<file path="config.mk">
export PLATFORM = sky130hd
export DESIGN_NAME = swc_cfg
export DESIGN_NICKNAME = d
export VERILOG_FILES = /design/src/rtl/swc_pkg.sv /design/src/rtl/swc_cfg.sv
export SDC_FILE = /design/constraint.sdc
export NUM_CORES = 1
export LEC_CHECK = 0
export ABC_AREA = 1
export BUFFER_PORTS_ARGS = -buffer_cell sky130_fd_sc_hd__buf_2
export CORE_MARGIN = 8
export CORE_UTILIZATION = 48
export CTS_CLUSTER_DIAMETER = 60
export DETAILED_ROUTE_END_ITERATION = 8
export PLACE_DENSITY = 0.73
export SYNTH_ARGS = -nofsm -noshare
export SYNTH_HDL_FRONTEND = slang
export SYNTH_SLANG_ARGS = --single-unit
</file>
<file path="constraint.sdc">
create_clock -name clk -period 0.8 [get_ports clk]
set_input_delay 0.16 -clock clk [delete_from_list [all_inputs] [get_ports clk]]
set_output_delay 0.16 -clock clk [all_outputs]
set_load 0.01 [all_outputs]
</file>
<file path="src/rtl/swc_pkg.sv">
package swc_pkg;
   typedef enum logic [1:0] {
      REG_HWY = 2'd0,
      REG_LO  = 2'd1,
      REG_HI  = 2'd2,
      REG_PAT = 2'd3
   } swc_reg_e;
endpackage

</file>
<file path="src/rtl/swc_cfg.sv">
module swc_cfg #(
   parameter int HWY_W  = 4,
   parameter int SLOT_W = 7,
   parameter int DATA_W = 8,
   parameter int RATE_W = 2,
   parameter int REG_W  = 8
) (
   input  logic              clk,
   input  logic              rst_n,
   input  logic              frame_start,
   input  logic [RATE_W-1:0] rate_sel,
   input  logic              cfg_we,
   input  logic [1:0]        cfg_addr,
   input  logic [REG_W-1:0]  cfg_wdata,
   output logic [HWY_W-1:0]  act_hwy,
   output logic [SLOT_W-1:0] act_lo,
   output logic [SLOT_W-1:0] act_hi,
   output logic [DATA_W-1:0] act_pat,
   output logic [RATE_W-1:0] act_rate
);
   import swc_pkg::*;

   logic [HWY_W-1:0]  pend_hwy;
   logic [SLOT_W-1:0] pend_lo, pend_hi;
   logic [DATA_W-1:0] pend_pat;

   always_ff @(posedge clk or negedge rst_n) begin
      if (!rst_n) begin
         pend_hwy <= '0;
         pend_lo  <= '0;
         pend_hi  <= '0;
         pend_pat <= '0;
      end else if (cfg_we) begin
         case (swc_reg_e'(cfg_addr))
            REG_HWY: pend_hwy <= cfg_wdata[HWY_W-1:0];
            REG_LO:  pend_lo  <= cfg_wdata[SLOT_W-1:0];
            REG_HI:  pend_hi  <= cfg_wdata[SLOT_W-1:0];
            default: pend_pat <= cfg_wdata[DATA_W-1:0];
         endcase
      end
   end

   always_ff @(posedge clk or negedge rst_n) begin
      if (!rst_n) begin
         act_hwy  <= '0;
         act_lo   <= '0;
         act_hi   <= '0;
         act_pat  <= '0;
         act_rate <= '0;
      end else if (frame_start) begin
         act_hwy  <= pend_hwy;
         act_lo   <= pend_lo;
         act_hi   <= pend_hi;
         act_pat  <= pend_pat;
         act_rate <= rate_sel;
      end
   end
endmodule

</file>
==> impl_metrics.csv, run 1 <==
group,metric,value,unit
power_and_ir_drop,p_leak,0.00153,uW
sta,setup_violations,31,
logic_synthesis,synth-adder-area-share,0,
sta,rsz0062_at_grt,"yes",
sta,relSlewSlack,0.816,
clock_network,clockRootBuffer,"clkbuf_8",
routing,drc,0,
power_and_ir_drop,irDropWorstVdd,1210,uV
clock_network,path_clk_slew,90,ps
logic_synthesis,synth_area_leader_cell,"dfrtp_1",
min_path,hold_class,"input port to flip-flop",
logic_synthesis,yosysMostFrequentCell,"nand2_1",
logic_synthesis,synth.top_cells.by_count,"nand2_1 (81), dfrtp_1 (54), inv_1 (28), o21ai_0 (28), nand4_1 (22)",
worst_setup_path,critPathRequiredTime,640,ps
global_routing,grtUsageMet3,0.0557,
logic_synthesis,synth.area.mux_share,0,
placement,gp_congestion,0.805,
logic_synthesis,synth_xor_area_frac,0,
run_status,status,"complete, but fails checks",
worst_setup_path,critPathKind,"flip-flop to output port",
finish,layout.cells.non_filler,359,
floorplan,die_h,83.4,um
logic_synthesis,synth_compound_area_frac,0.0642,
logic_synthesis,synth-seq-cells,54,
clock_network,h-tree-depth,2,
sta,tns,-5130,ps
worst_setup_path,critical-path-top-delay-family,"flip-flops",
sta,hold_slack,70.7,ps
finish,diodes,0,
power_and_ir_drop,power,6460,uW
worst_setup_path,path_buf_inv,1,
global_routing,grt_pass1_wl,8.04,mm
clock_network,clock-sinks,54,
sta,setup_ws,-202,ps
finish,multi_input_area,642,um^2
routing,drt_pass1_iterations,4,
global_routing,top_usage_layer,"met2",
placement,hpwl,3.23,mm
sta,hold_viol,0,
logic_synthesis,synth_cells,236,
logic_synthesis,syn_avg_cell_area,9.25,um^2
worst_setup_path,cp.arrival,840,ps
global_routing,track_usage,0.138,
flow_run,drv_cap,0,
worst_setup_path,critical-path-max-stage-delay,400,ps
clock_network,cts-buffers-inserted,5,
floorplan,core_area,4350,um^2
routing,totalWireLength,4.69,mm
logic_synthesis,synth_area_leaders,"dfrtp_1 (62%), nand2_1 (14%), o21ai_0 (6.4%)",
sta,worst_pin_slew,275,ps
finish,syn_to_final_growth,30.0,%
finish,seqCellArea,1350,um^2
logic_synthesis,yosys_warnings,0,
routing,dr_total_vias,1774,
worst_setup_path,crit_slowest_cell,"dfrtp_1",
sta,fin_worst_skew,6.34,ps
global_routing,use_met2,0.219,
clock_network,cts_buffer_depth,2,
clock_network,cts_tree,"yes",
logic_synthesis,seq_area_frac_synth,0.619,
floorplan,io_pins,44,
logic_synthesis,synth_ff_type,"dfrtp_1",
floorplan,num_rows,24,
logic_synthesis,netlist_area,2180,um^2
logic_synthesis,syn_nets,252,
sta,maxSlewViolCount,0,
sta,timing.final.crit_share,1.25,
sta,post-route-min-period,1000,ps
worst_setup_path,critPathLaunchType,"flip-flop",
routing,wl_per_cell,13.1,um
logic_synthesis,synth-edff-count,0,
routing,vias_per_cell,4.94,
logic_synthesis,synth_top_family_by_area,"simple AND/OR/NAND/NOR gates",
routing,antenna_left,0,
logic_synthesis,async_flop_share,1.00,
placement,dp.cells,334,
global_routing,antenna_found_initial,0,
global_routing,use_met1,0.168,
finish,fin_util,0.651,
logic_synthesis,synth_top_area_share,0.619,
logic_synthesis,ys_types,12,
worst_setup_path,crit_path_end_kind,"output port",
clock_network,insertion_delay,300,ps
finish,drive_above_1_share,0.300,
finish,fillers,365,
finish,nNetsFinal,322,
run_status,violations,"negative setup slack",
logic_synthesis,yosys.area_share.simple,0.228,
global_routing,grt_pass1_vias,1823,
placement,port_buffers,43,
worst_setup_path,cp_max_fo,2,
floorplan,initial_core_util,0.501,
worst_setup_path,crit_chain,"buf_2",
global_routing,grt_start_max_net_pins,55,
floorplan,die_x,83.4,um
sta,fmax,998,MHz
routing,drt-initial-drc-count,80,
floorplan,die_area,6960,um^2
global_routing,grt_overflow,0,
power_and_ir_drop,power_density,2280,nW/um^2
where the power goes:
part / internal [uW] / leakage (uW) / total (uW) / switching, uW
registers: 3150 / 0.000680 / 3380 / 224
logic: 642 / 0.000794 / 1330 / 684
clock network: 922 / 0.0000579 / 1760 / 837
routing by layer:
metal	vias to the layer above	part of all wire
li1	889	-
met4	0	0.0053
met1	831	0.44
met5	-	0
met2	52	0.47
met3	2	0.084
worst reg2reg max path: stages (launching register included):
cell     delay, ps
dfrtp_1        380
buf_4          130
buf_4          120
inv_1           40
o21ai_1         50
stage by stage:
step	instance area [um^2]	setup WS, ps
global route	2840	-250
floorplan	2180	33.8
CTS	2730	-208
global placement	2580	-136
detailed placement	2580	-197
finish	2840	-202
registers in the layout, summed over array words and instances, names as in the netlist:
| register | flops |
|---|---|
| act_hi | 7 |
| act_hwy | 4 |
| act_lo | 7 |
| act_pat | 8 |
| act_rate | 2 |
| pend_hi | 7 |
| pend_hwy | 4 |
| pend_lo | 7 |
| pend_pat | 8 |
cells in the final DEF (no fill, tap or decap), types with 2 or more instances in the layout:
cell type  instances
nand2_1           81
dfrtp_1           54
buf_2             41
inv_1             25
buf_4             25
o21ai_0           23
nand4_1           22
buf_12             6
inv_2              5
nand3_1            5
clkbuf_8           5
o21ai_1            4
buf_6              3
nand3_2            2
clkinv_2           2
final timing paths:
kind / from / slack, ps / endpoint / cells past startpoint
worst max-delay path: act_lo[1] / -200 / act_lo[1] / 1
worst min-delay path: rate_sel[0] / 70 / act_rate[0] / 3
worst max register to register: act_hwy[3] / -20 / act_hwy[3] / 4
worst min register to register: pend_hi[1] / 480 / pend_hi[1] / 2
max in group asynchronous: rst_n / 200 / pend_hi[3] / 3
min in group asynchronous: rst_n / 380 / act_pat[6] / 3
repair_timing:
action / 4_1_cts / 5_1_grt
endpoints found under the hold margin: 54 / 0
endpoints found under the setup margin: 28 / 28
hold buffers: 1 / 0
resized for setup: 0 / 12
buffers inserted: 5 / 11
logic make-up after synthesis:
kind of cell	after synthesis
buf+inv	43
compound gates	28
flops	54
simple gates	111
final cells by class:
cell class / instances / share of cell area
Clock buffer: 5 / 0.0243
Clock inverter: 3 / 0.0141
Inverter: 30 / 0.0397
Multi-Input combinational cell: 139 / 0.226
Sequential cell: 54 / 0.476
Tap cell: 52 / 0.0229
Timing Repair Buffer: 76 / 0.196
Note: power is estimated with default switching activity, not from simulation.
==> inputs of run 2 (changes only) <==
--- a/config.mk
+++ b/config.mk
@@ -7,6 +7,7 @@
 export LEC_CHECK = 0
 export ABC_AREA = 1
 export BUFFER_PORTS_ARGS = -buffer_cell sky130_fd_sc_hd__buf_2
+export CORE_ASPECT_RATIO = 0.6
 export CORE_MARGIN = 8
 export CORE_UTILIZATION = 48
 export CTS_CLUSTER_DIAMETER = 60
==> run 2 against run 1 <==
  * The flow still finishes with violations (negative setup slack)
  * First-iteration DRC count is 7.5% higher
  * Sequential cell count stayed put
  * Critical path depth stayed put
  * Utilization is 1.6 points lower
  * Global-route usage is 1.3 points higher
  * Register-to-register slack hardly changed
  * Clock skew is 1.1 ps higher
  * Setup slack worse by 4.8 ps
  * Via count is 1.4% higher
  * Final cell count is 2.8% higher
  * Design area hardly changed
  * Sequential share of layout area hardly changed
  * Critical endpoint is now act_hi[5]
  * Highest routed layer unchanged
==> impl_metrics.csv, run 2 (same netlist as run 1, synthesis figures left out) <==
group,metric,value,unit
run_status,status,"complete, but fails checks",
run_status,violations,"negative setup slack",
floorplan,die_h,68.2,um
sta,relSlewSlack,0.783,
power_and_ir_drop,clkPwrFrac,0.249,
placement,dp_slack,-198,ps
worst_setup_path,startpoint,"act_hi[5]",
clock_network,clockRootBuffer,"clkbuf_8",
finish,nNetsFinal,321,
routing,dr_total_vias,1798,
floorplan,io_pins,44,
routing,antenna_left,0,
clock_network,h-tree-depth,2,
sta,setup_ws,-207,ps
floorplan,die_area,7030,um^2
power_and_ir_drop,power_density,2220,nW/um^2
clock_network,clock-sinks,54,
global_routing,antenna_found_initial,0,
sta,fmax,993,MHz
routing,drt_pass1_iterations,4,
global_routing,grt_pass1_wl,8.14,mm
worst_setup_path,critPathRequiredTime,640,ps
clock_network,insertion_delay,310,ps
sta,tns,-5410,ps
placement,port_buffers,43,
finish,fillers,405,
finish,drive_above_1_share,0.291,
sta,worst_pin_slew,324,ps
worst_setup_path,critPathLaunchType,"flip-flop",
finish,layout_common_cells,"nand2_1 (81), dfrtp_1 (54), buf_2 (39)",
power_and_ir_drop,internal_power,4510,uW
sta,setup_violations,32,
finish,diodes,0,
worst_setup_path,path_buf_inv,1,
worst_setup_path,crit_chain,"buf_2",
finish,multi_input_area,638,um^2
floorplan,num_rows,19,
sta,post-route-min-period,1010,ps
floorplan,initial_core_util,0.488,
power_and_ir_drop,p_leak,0.00152,uW
routing,drc,0,
finish,final_common_cell,"nand2_1",
global_routing,track_usage,0.151,
finish,seqCellArea,1350,um^2
routing,totalWireLength,4.79,mm
global_routing,grt_start_max_net_pins,55,
sta,hold_viol,0,
floorplan,die_x,103,um
sta,hold_slack,60.2,ps
clock_network,cts-buffers-inserted,5,
global_routing,grt_overflow,0,
placement,gp_congestion,0.830,
power_and_ir_drop,power_frac_comb,0.213,
worst_setup_path,critical-path-max-stage-delay,400,ps
placement,hpwl,3.42,mm
sta,timing.final.crit_share,1.26,
min_path,hold_class,"input port to flip-flop",
sta,rsz0062_at_grt,"yes",
power_and_ir_drop,p_sw_frac,0.284,
finish,largestRegisters,"act_pat: 8 flops, pend_pat: 8 flops",
worst_setup_path,critical-path-top-delay-family,"flip-flops",
finish,syn_to_final_growth,30.0,%
worst_setup_path,r2r-start,"act_hi[0]",
clock_network,path_clk_slew,100,ps
global_routing,grt_pass1_vias,1790,
sta,fin_worst_skew,7.41,ps
routing,wl_per_cell,13.0,um
power_and_ir_drop,irDropWorstVdd,1410,uV
worst_setup_path,crit_slowest_cell,"dfrtp_1",
worst_setup_path,cp.arrival,850,ps
min_path,min_from,"rate_sel[1]",
worst_setup_path,crit_path_end_kind,"output port",
floorplan,core_area,4470,um^2
clock_network,cts_buffer_depth,2,
power_and_ir_drop,pwr-share-seq,0.538,
routing,drt-initial-drc-count,86,
worst_setup_path,cp_max_fo,2,
flow_run,drv_cap,0,
power_and_ir_drop,p_sw,1790,uW
worst_setup_path,critPathKind,"flip-flop to output port",
clock_network,cts_tree,"yes",
routing,vias_per_cell,4.87,
sta,maxSlewViolCount,0,
## run 2: changes by cell type in the layout (fill, tap and decap cells not counted), sizes merged
cell / change
buf: -1
bufinv: -1
clkbuf: +1
clkinv: -1
clkinvlp: +1
## run 2: layout make-up
type | instances | area share
sequential | 54 | 0.476
multi-input combinational | 139 | 0.225
timing repair buffer | 75 | 0.198
inverter | 30 | 0.0397
clock buffer | 6 | 0.0291
tap | 63 | 0.0278
clock inverter | 2 | 0.00441
## run 2: repair_timing
action,in CTS,in global routing
pin swaps,0,0
hold buffers,1,0
endpoints found under the setup margin,28,29
setup buffers,7,11
resized for setup,1,13
endpoints found under the hold margin,54,0
## run 2: power by group through the flow
stage | clock [uW] | combinational, uW | sequential [uW]
2_1_floorplan | 0 | 473 | 3510
3_3_place_gp | 0 | 1070 | 3420
3_5_place_dp | 0 | 1110 | 3430
4_1_cts | 1600 | 1200 | 3380
5_1_grt | 1750 | 1540 | 3440
6_report | 1570 | 1340 | 3390
## run 2: per-layer routing
metal	wire, um	global-route usage	vias up
li1	-	-	891
met1	2250	0.195	850
met2	2040	0.233	53
met3	471	0.0579	4
met4	27	0.0429	0
met5	0	0	-
## run 2: final timing paths
check	endpoint	slack, ps	cells past startpoint
worst max-delay path	act_hi[5]	-210	1
worst min-delay path	act_rate[1]	60	3
worst max register to register	act_hi[0]	-20	4
worst min register to register	pend_hi[6]	480	2
max in group asynchronous	pend_pat[2]	190	3
min in group asynchronous	act_hwy[1]	380	3
## run 2: per-stage QoR
stage               total power (uW)  instances  utilization  area [um^2]
global route                    6720        369        0.635         2840
detailed placement              4540        342        0.575         2570
global placement                4490        342        0.575         2570
CTS                             6190        358        0.611         2730
finish                          6300        369        0.635         2840
floorplan                       3980        236            -         2180
